--- src/rtl/dma_slave_pkg.sv ---
package dma_slave_pkg;
  localparam int CAUSE_W   = 4;
  localparam int CAUSE_EXT = 0;
  localparam int CAUSE_CNT = 1;
  localparam int CAUSE_SHP = 2;
  localparam int CAUSE_DIS = 3;

  typedef struct packed {
    logic load;   // reload counter from configuration
    logic dec;    // one transfer happened
    logic pop;    // OUT transfer: pop from FIFO
    logic push;   // IN transfer: push to FIFO
    logic drive;  // drive the bus with FIFO head
  } dpStrobes_t;
endpackage

--- src/rtl/dma_slave_datapath.sv ---
module dma_slave_datapath
  import dma_slave_pkg::*;
#(
  parameter int CNT_W  = 16,
  parameter int DATA_W = 16
) (
  input  logic              clk,
  input  logic              rstN,
  input  dpStrobes_t        strb,
  input  logic              cfgWide,
  input  logic [CNT_W-1:0]  cfgCount,
  input  logic [DATA_W-1:0] fifoRdData,
  input  logic [DATA_W-1:0] busDataIn,
  output logic              cntWillZero,
  output logic [DATA_W-1:0] busDataOut,
  output logic              busDataOe,
  output logic              fifoRd,
  output logic              fifoWr,
  output logic [DATA_W-1:0] fifoWrData
);
  localparam int BYTE_W = 8;
  localparam int LANES  = DATA_W / BYTE_W;

  logic [CNT_W-1:0]  cnt;
  logic [CNT_W-1:0]  step;
  logic [DATA_W-1:0] laneMask;

  assign step        = cfgWide ? CNT_W'(LANES) : CNT_W'(1);
  assign cntWillZero = (cnt <= step);

  // lane 0 always passes; upper lanes only in wide mode
  for (genvar g = 0; g < LANES; g++) begin : gLane
    if (g == 0) begin : gLow
      assign laneMask[BYTE_W-1:0] = '1;
    end else begin : gHigh
      assign laneMask[g*BYTE_W +: BYTE_W] = {BYTE_W{cfgWide}};
    end
  end

  assign busDataOut = fifoRdData & laneMask;
  assign busDataOe  = strb.drive;

  always_ff @(posedge clk) begin
    if (!rstN) begin
      cnt        <= '0;
      fifoRd     <= 1'b0;
      fifoWr     <= 1'b0;
      fifoWrData <= '0;
    end else begin
      if (strb.load)      cnt <= cfgCount;
      else if (strb.dec)  cnt <= cntWillZero ? '0 : cnt - step;
      fifoRd <= strb.pop;
      fifoWr <= strb.push;
      if (strb.push) fifoWrData <= busDataIn & laneMask;
    end
  end

  AST_CNT_RELOAD: assert property (@(posedge clk) disable iff (!rstN)
    strb.load |=> cnt == $past(cfgCount));
  AST_CNT_DOWN: assert property (@(posedge clk) disable iff (!rstN)
    (strb.dec && !strb.load) |=> (cnt < $past(cnt)) || ($past(cnt) == '0));
  AST_NARROW_UPPER: assert property (@(posedge clk) disable iff (!rstN)
    (strb.push && !cfgWide) |=> fifoWrData[DATA_W-1:BYTE_W] == '0);
endmodule

--- src/rtl/dma_slave_ctrl.sv ---
module dma_slave_ctrl
  import dma_slave_pkg::*;
#(
  parameter int BURST_W = 4
) (
  input  logic               clk,
  input  logic               rstN,
  input  logic               cfgEnable,
  input  logic               cfgAckOnly,
  input  logic               cfgBurst,
  input  logic [BURST_W-1:0] cfgBurstLen,
  input  logic               cfgCntEn,
  input  logic               cfgShortEn,
  input  logic               cfgAutoReload,
  input  logic               cfgReqPol,
  input  logic               cfgAckPol,
  input  logic               cfgEotPol,
  input  logic               epIsIn,
  input  logic               fifoPktReady,
  input  logic               fifoSpace,
  input  logic               fifoShort,
  input  logic               fifoLast,
  input  logic               fifoEmptyPkt,
  input  logic               busAck,
  input  logic               busEot,
  input  logic               busRd,
  input  logic               busWr,
  input  logic               cntWillZero,
  output dpStrobes_t         strb,
  output logic               dmaReq,
  output logic               fifoFlush,
  output logic               fifoCommit,
  output logic               xferDone,
  output logic [CAUSE_W-1:0] termCause
);
  logic run, enPrev, strobePrev, eotPrev, gap;
  logic [BURST_W-1:0] beat;

  logic ackAct, eotAct, strobeNow, xfer, enRise, enFall;
  logic extTerm, cntTerm, shortTerm, emptyTerm, disTerm, anyTerm, reload;
  logic endBurst, srcReady, reqInt;
  logic [CAUSE_W-1:0] causeSel;

  assign ackAct    = (busAck == cfgAckPol);
  assign eotAct    = (busEot == cfgEotPol);
  assign strobeNow = cfgAckOnly ? ackAct : (ackAct && (epIsIn ? busWr : busRd));
  assign enRise    = cfgEnable && !enPrev;
  assign enFall    = !cfgEnable && enPrev;
  assign xfer      = run && cfgEnable && strobeNow && !strobePrev;

  assign extTerm   = run && cfgEnable && eotAct && !eotPrev;
  assign cntTerm   = xfer && cfgCntEn && cntWillZero;
  assign shortTerm = xfer && !epIsIn && cfgShortEn && fifoShort && fifoLast;
  assign emptyTerm = run && cfgEnable && !epIsIn && cfgShortEn && fifoEmptyPkt;
  assign disTerm   = run && enFall;
  assign anyTerm   = disTerm || extTerm || shortTerm || emptyTerm || cntTerm;
  assign reload    = anyTerm && !disTerm && cfgAutoReload;

  // one-hot cause with fixed priority: disable, external, short, count
  always_comb begin
    causeSel = '0;
    if (disTerm)                     causeSel[CAUSE_DIS] = 1'b1;
    else if (extTerm)                causeSel[CAUSE_EXT] = 1'b1;
    else if (shortTerm || emptyTerm) causeSel[CAUSE_SHP] = 1'b1;
    else if (cntTerm)                causeSel[CAUSE_CNT] = 1'b1;
  end

  assign endBurst = xfer && (!cfgBurst || beat == cfgBurstLen);
  assign srcReady = epIsIn ? fifoSpace : (fifoPktReady && !fifoEmptyPkt);
  assign reqInt   = run && cfgEnable && srcReady && !gap;
  assign dmaReq   = cfgReqPol ? reqInt : !reqInt;

  always_comb begin
    strb.load  = enRise || reload;
    strb.dec   = xfer;
    strb.pop   = xfer && !epIsIn;
    strb.push  = xfer && epIsIn;
    strb.drive = run && cfgEnable && !epIsIn && strobeNow;
  end

  always_ff @(posedge clk) begin
    if (!rstN) begin
      run        <= 1'b0;
      enPrev     <= 1'b0;
      strobePrev <= 1'b0;
      eotPrev    <= 1'b0;
      gap        <= 1'b0;
      beat       <= '0;
      xferDone   <= 1'b0;
      termCause  <= '0;
      fifoFlush  <= 1'b0;
      fifoCommit <= 1'b0;
    end else begin
      enPrev     <= cfgEnable;
      strobePrev <= strobeNow;
      eotPrev    <= eotAct;

      if (enRise)                    run <= 1'b1;
      else if (anyTerm && !reload)   run <= 1'b0;
      else if (!cfgEnable)           run <= 1'b0;

      if (enRise)        gap <= 1'b0;
      else if (endBurst) gap <= 1'b1;
      else if (!ackAct)  gap <= 1'b0;

      if (enRise || anyTerm || endBurst) beat <= '0;
      else if (xfer)                     beat <= beat + 1'b1;

      if (enRise) begin
        xferDone  <= 1'b0;
        termCause <= '0;
      end else if (anyTerm) begin
        xferDone  <= 1'b1;
        termCause <= causeSel;
      end

      fifoFlush  <= anyTerm && ((causeSel[CAUSE_EXT] && !epIsIn) ||
                                (causeSel[CAUSE_SHP] && emptyTerm));
      fifoCommit <= anyTerm && causeSel[CAUSE_EXT] && epIsIn;
    end
  end

  AST_CAUSE_ONEHOT: assert property (@(posedge clk) disable iff (!rstN)
    $onehot0(termCause));
  AST_REQ_NEEDS_RUN: assert property (@(posedge clk) disable iff (!rstN)
    reqInt |-> (cfgEnable && run));
  AST_SINGLE_DROP: assert property (@(posedge clk) disable iff (!rstN)
    (xfer && !cfgBurst) |=> !reqInt);
  AST_STOP_AFTER_TERM: assert property (@(posedge clk) disable iff (!rstN)
    (anyTerm && cfgEnable && !cfgAutoReload) |=> !reqInt);
  AST_DONE_SETS: assert property (@(posedge clk) disable iff (!rstN)
    (anyTerm && !enRise) |=> xferDone);
endmodule

--- src/rtl/dma_slave_req.sv ---
module dma_slave_req
  import dma_slave_pkg::*;
#(
  parameter int CNT_W   = 16,
  parameter int DATA_W  = 16,
  parameter int BURST_W = 4
) (
  input  logic               clk,
  input  logic               rstN,
  input  logic               cfgEnable,
  input  logic               cfgAckOnly,
  input  logic               cfgBurst,
  input  logic [BURST_W-1:0] cfgBurstLen,
  input  logic               cfgWide,
  input  logic               cfgCntEn,
  input  logic               cfgShortEn,
  input  logic               cfgAutoReload,
  input  logic               cfgReqPol,
  input  logic               cfgAckPol,
  input  logic               cfgEotPol,
  input  logic [CNT_W-1:0]   cfgCount,
  input  logic               epIsIn,
  input  logic               fifoPktReady,
  input  logic               fifoSpace,
  input  logic               fifoShort,
  input  logic               fifoLast,
  input  logic               fifoEmptyPkt,
  input  logic [DATA_W-1:0]  fifoRdData,
  input  logic               busAck,
  input  logic               busEot,
  input  logic               busRd,
  input  logic               busWr,
  input  logic [DATA_W-1:0]  busDataIn,
  output logic               dmaReq,
  output logic [DATA_W-1:0]  busDataOut,
  output logic               busDataOe,
  output logic               fifoRd,
  output logic               fifoWr,
  output logic [DATA_W-1:0]  fifoWrData,
  output logic               fifoFlush,
  output logic               fifoCommit,
  output logic               xferDone,
  output logic [CAUSE_W-1:0] termCause
);
  dpStrobes_t strb;
  logic       cntWillZero;

  dma_slave_ctrl #(.BURST_W(BURST_W)) u_ctrl (
    .clk(clk), .rstN(rstN), .cfgEnable(cfgEnable), .cfgAckOnly(cfgAckOnly),
    .cfgBurst(cfgBurst), .cfgBurstLen(cfgBurstLen), .cfgCntEn(cfgCntEn),
    .cfgShortEn(cfgShortEn), .cfgAutoReload(cfgAutoReload),
    .cfgReqPol(cfgReqPol), .cfgAckPol(cfgAckPol), .cfgEotPol(cfgEotPol),
    .epIsIn(epIsIn), .fifoPktReady(fifoPktReady), .fifoSpace(fifoSpace),
    .fifoShort(fifoShort), .fifoLast(fifoLast), .fifoEmptyPkt(fifoEmptyPkt),
    .busAck(busAck), .busEot(busEot), .busRd(busRd), .busWr(busWr),
    .cntWillZero(cntWillZero), .strb(strb), .dmaReq(dmaReq),
    .fifoFlush(fifoFlush), .fifoCommit(fifoCommit),
    .xferDone(xferDone), .termCause(termCause)
  );

  dma_slave_datapath #(.CNT_W(CNT_W), .DATA_W(DATA_W)) u_dp (
    .clk(clk), .rstN(rstN), .strb(strb), .cfgWide(cfgWide),
    .cfgCount(cfgCount), .fifoRdData(fifoRdData), .busDataIn(busDataIn),
    .cntWillZero(cntWillZero), .busDataOut(busDataOut), .busDataOe(busDataOe),
    .fifoRd(fifoRd), .fifoWr(fifoWr), .fifoWrData(fifoWrData)
  );
endmodule

--- config.mk ---
export PLATFORM = sky130hd
export DESIGN_NAME = dma_slave_req
export DESIGN_NICKNAME = d
export VERILOG_FILES = /design/src/rtl/dma_slave_pkg.sv /design/src/rtl/dma_slave_datapath.sv /design/src/rtl/dma_slave_ctrl.sv /design/src/rtl/dma_slave_req.sv
export SDC_FILE = /design/constraint.sdc
export NUM_CORES = 1
export LEC_CHECK = 0
export BUFFER_PORTS_ARGS = -buffer_cell sky130_fd_sc_hd__clkbuf_2
export CAP_MARGIN = 20
export CORE_UTILIZATION = 48
export DETAILED_ROUTE_END_ITERATION = 8
export PLACE_DENSITY = 0.79
export SYNTH_ARGS = -nofsm -noshare
export SYNTH_HDL_FRONTEND = slang
export SYNTH_SLANG_ARGS = --single-unit
--- constraint.sdc ---
create_clock -name clk -period 3.4 [get_ports clk]
set_input_delay 0.34 -clock clk [delete_from_list [all_inputs] [get_ports clk]]
set_output_delay 0.34 -clock clk [all_outputs]
set_load 0.02 [all_outputs]
==> impl_metrics.json <==
{
  "fp.dieH_um": 76.9,
  "core_area_um2": 5240,
  "stdcell_count": 471,
  "via_per_inst": 5.66,
  "drtPass1Iterations": 4,
  "hpwl_um": 5050,
  "grt.met2_usage": 0.429,
  "cp_num_buf_inv": 3,
  "fin_crit_sh": 0.809,
  "ys_warn_count": 0,
  "ys.flop_type": "dfxtp_1",
  "drt_iter0_markers": 197,
  "yosysSeqAreaShare": 0.372,
  "p_leak_nw": 1.34,
  "grt_pass1_vias": 2536,
  "clockRootBuffer": "clkbuf_8",
  "critical_path_arrival_ps": 2960,
  "synthArstFlopShare": 0,
  "layout_min_cycle_time_ps": 2750,
  "wl_per_cell_um": 14.4,
  "path_cells": "clkbuf_2 -> inv_1 -> ha_1 -> inv_1 -> fa_1 -> a2111oi_4 -> nand4_4 -> a21o_1 -> a221oi_1",
  "netlist_area_um2": 2690,
  "fmax_ghz": 0.364,
  "routed_wl_um": 6760,
  "synth_nets": 397,
  "synth_edf_count": 0,
  "power_density_nw_per_um2": 396,
  "fp-row-count": 26,
  "initial_utilization": 0.514,
  "relSlewSlack": 0.614,
  "max_stage_delay_ps": 520,
  "num_vias": 2665,
  "mostFrequentLayoutCells": "clkbuf_2, dfxtp_1, nand2_1",
  "rsz0062_at_grt": "false",
  "finalSetupViolCount": 0,
  "cts_tree": "yes",
  "dieArea_um2": 5910,
  "chipWidth_um": 76.9,
  "finClkSkew_ps": 4.76,
  "grt_use_met1": 0.270,
  "cts_setup_buffers": 0,
  "cts_resized": 0,
  "postCtsHoldBufs": 0,
  "crit_family": "compound AO/OA/AOI/OAI gates",
  "num_antenna_cells": 0,
  "reg2regPathDepth": 8,
  "nNetsFinal": 478,
  "timing.final.max_slew_violations": 0,
  "critPathMostFrequentCell": "inv_1",
  "required_ps": 3610,
  "cp_slowest_cell": "fa_1",
  "antenna_found_initial": 0,
  "dpl.cell_count": 463,
  "status": "completed",
  "grt_pass1_wl_um": 11300,
  "cts_max_level": 2,
  "hold_class": "input port to flop",
  "min_path_cells": 3,
  "cts_made_buffers": 5,
  "use_met3": 0.0488,
  "clk_latency_ps": 300,
  "postSynthAreaPerCell_um2": 8.43,
  "track_usage": 0.235,
  "critical_path_class": "input port to flop",
  "end_kind": "flop",
  "gp_congestion": 0.869,
  "synth_seq_cells": 50,
  "final_common_cell": "clkbuf_2",
  "report.power.total_mw": 1.29,
  "synthCells": 319,
  "clock_path_buffers": 2,
  "drc_errors": 0,
  "tns_ps": 0,
  "clkTransAtPathRegs_ps": 90,
  "io_buffers": 100,
  "grt_max_degree": 28,
  "utilization": 0.620,
  "maxCapViolCount": 0,
  "cts_num_sinks": 50,
  "grt_overflow": 0,
  "busiest_layer": "met2",
  "crit_path_start_kind": "input port",
  "vdd_ir_drop_max_uv": 288,
  "crit_path_max_fanout": 17,
  "area_delta_synth_final_pct": 20.7,
  "ant_nets": 0,
  "ios": 117,
  "worst_pin_slew_ps": 578,
  "hold_viol_final": 0,
  "timing.hold.ws_ps": 250,
  "crit_cells": 9,
  "yosys.cell_types.count": 55,
  "drive_above_1_share": 0.307
}
Yosys cell counts, types with 5 or more instances:
cell	count	share of area
nor2_1	14	0.020
o21ai_0	5	0.0093
and2_1	11	0.026
nor3_1	10	0.019
nor4_1	8	0.019
dfxtp_1	50	0.37
nand3_1	12	0.022
buf_4	8	0.022
xor2_1	7	0.023
nand2_1	43	0.060
mux2i_1	8	0.030
a21oi_1	34	0.063
clkbuf_1	17	0.024
or3_1	6	0.014
a211oi_1	11	0.031
inv_1	6	0.0084
report_power, final:
part	leakage, nW	total, mW	internal, mW	switching [mW]
registers	0.407	0.633	0.609	0.0236
clock network	0.0489	0.370	0.169	0.201
logic	0.884	0.283	0.118	0.165
worst paths after layout:
kind	start	end	slack, ps
min reg2reg	u_dp.fifoWrData[15]$_SDFFE_PN0P_	u_dp.fifoWrData[15]$_SDFFE_PN0P_	460
max reg2reg	u_dp.cnt[0]$_SDFFE_PN0P_	u_dp.cnt[9]$_SDFFE_PN0P_	730
min	busDataIn[6]	u_dp.fifoWrData[6]$_SDFFE_PN0P_	250
max	cfgWide	u_dp.cnt[9]$_SDFFE_PN0P_	650
cell type report:
cell class	count	area (um^2)
Inverter	7	26.3
Clock inverter	1	8.76
Timing Repair Buffer	104	531
Tap cell	70	87.6
Sequential cell	50	1000
Fill cell	493	1990
Multi-Input combinational cell	232	1510
Clock buffer	7	86.3
worst reg2reg max path: stages, from the launching register on:
cell,delay (ps)
dfxtp_1,320
inv_1,60
ha_1,160
inv_1,70
fa_1,520
a2111oi_4,400
nand4_4,300
a21o_1,420
a221oi_1,330
per-layer routing:
metal | part of all wire | vias up
met1 | 0.44 | 1245
li1 | - | 1327
met4 | 0.0083 | 0
met5 | 0 | -
met2 | 0.50 | 85
met3 | 0.051 | 8
per-stage QoR:
stage / instance area, um^2 / setup WS [ps]
floorplan: 2690 / 488
global placement: 3150 / 442
detailed placement: 3150 / 323
CTS: 3250 / 632
global route: 3250 / 435
finish: 3250 / 650
state kept, by name (all words and copies together), names as in the netlist:
| name | cells |
|---|---|
| u_ctrl.run | 1 |
| u_ctrl.fifoCommit | 1 |
| u_ctrl.enPrev | 1 |
| u_dp.fifoWrData | 16 |
| u_dp.fifoWr | 1 |
| u_ctrl.beat | 4 |
| u_ctrl.xferDone | 1 |
| u_dp.cnt | 16 |
| u_ctrl.eotPrev | 1 |
| u_ctrl.gap | 1 |
| u_dp.fifoRd | 1 |
| u_ctrl.termCause | 4 |
| u_ctrl.fifoFlush | 1 |
| u_ctrl.strobePrev | 1 |
cells by family (layout without fill, tap and decap cells):
group | after synthesis | in the layout | synth area share
xor+xnor | 10 | 10 | 0.0326
buf+inv | 37 | 119 | 0.0674
simple gates | 120 | 120 | 0.229
compound gates | 89 | 89 | 0.243
fa+ha+maj | 4 | 4 | 0.0214
flops | 50 | 50 | 0.372
mux | 9 | 9 | 0.0340
Note: power is estimated with default switching activity, not from simulation.
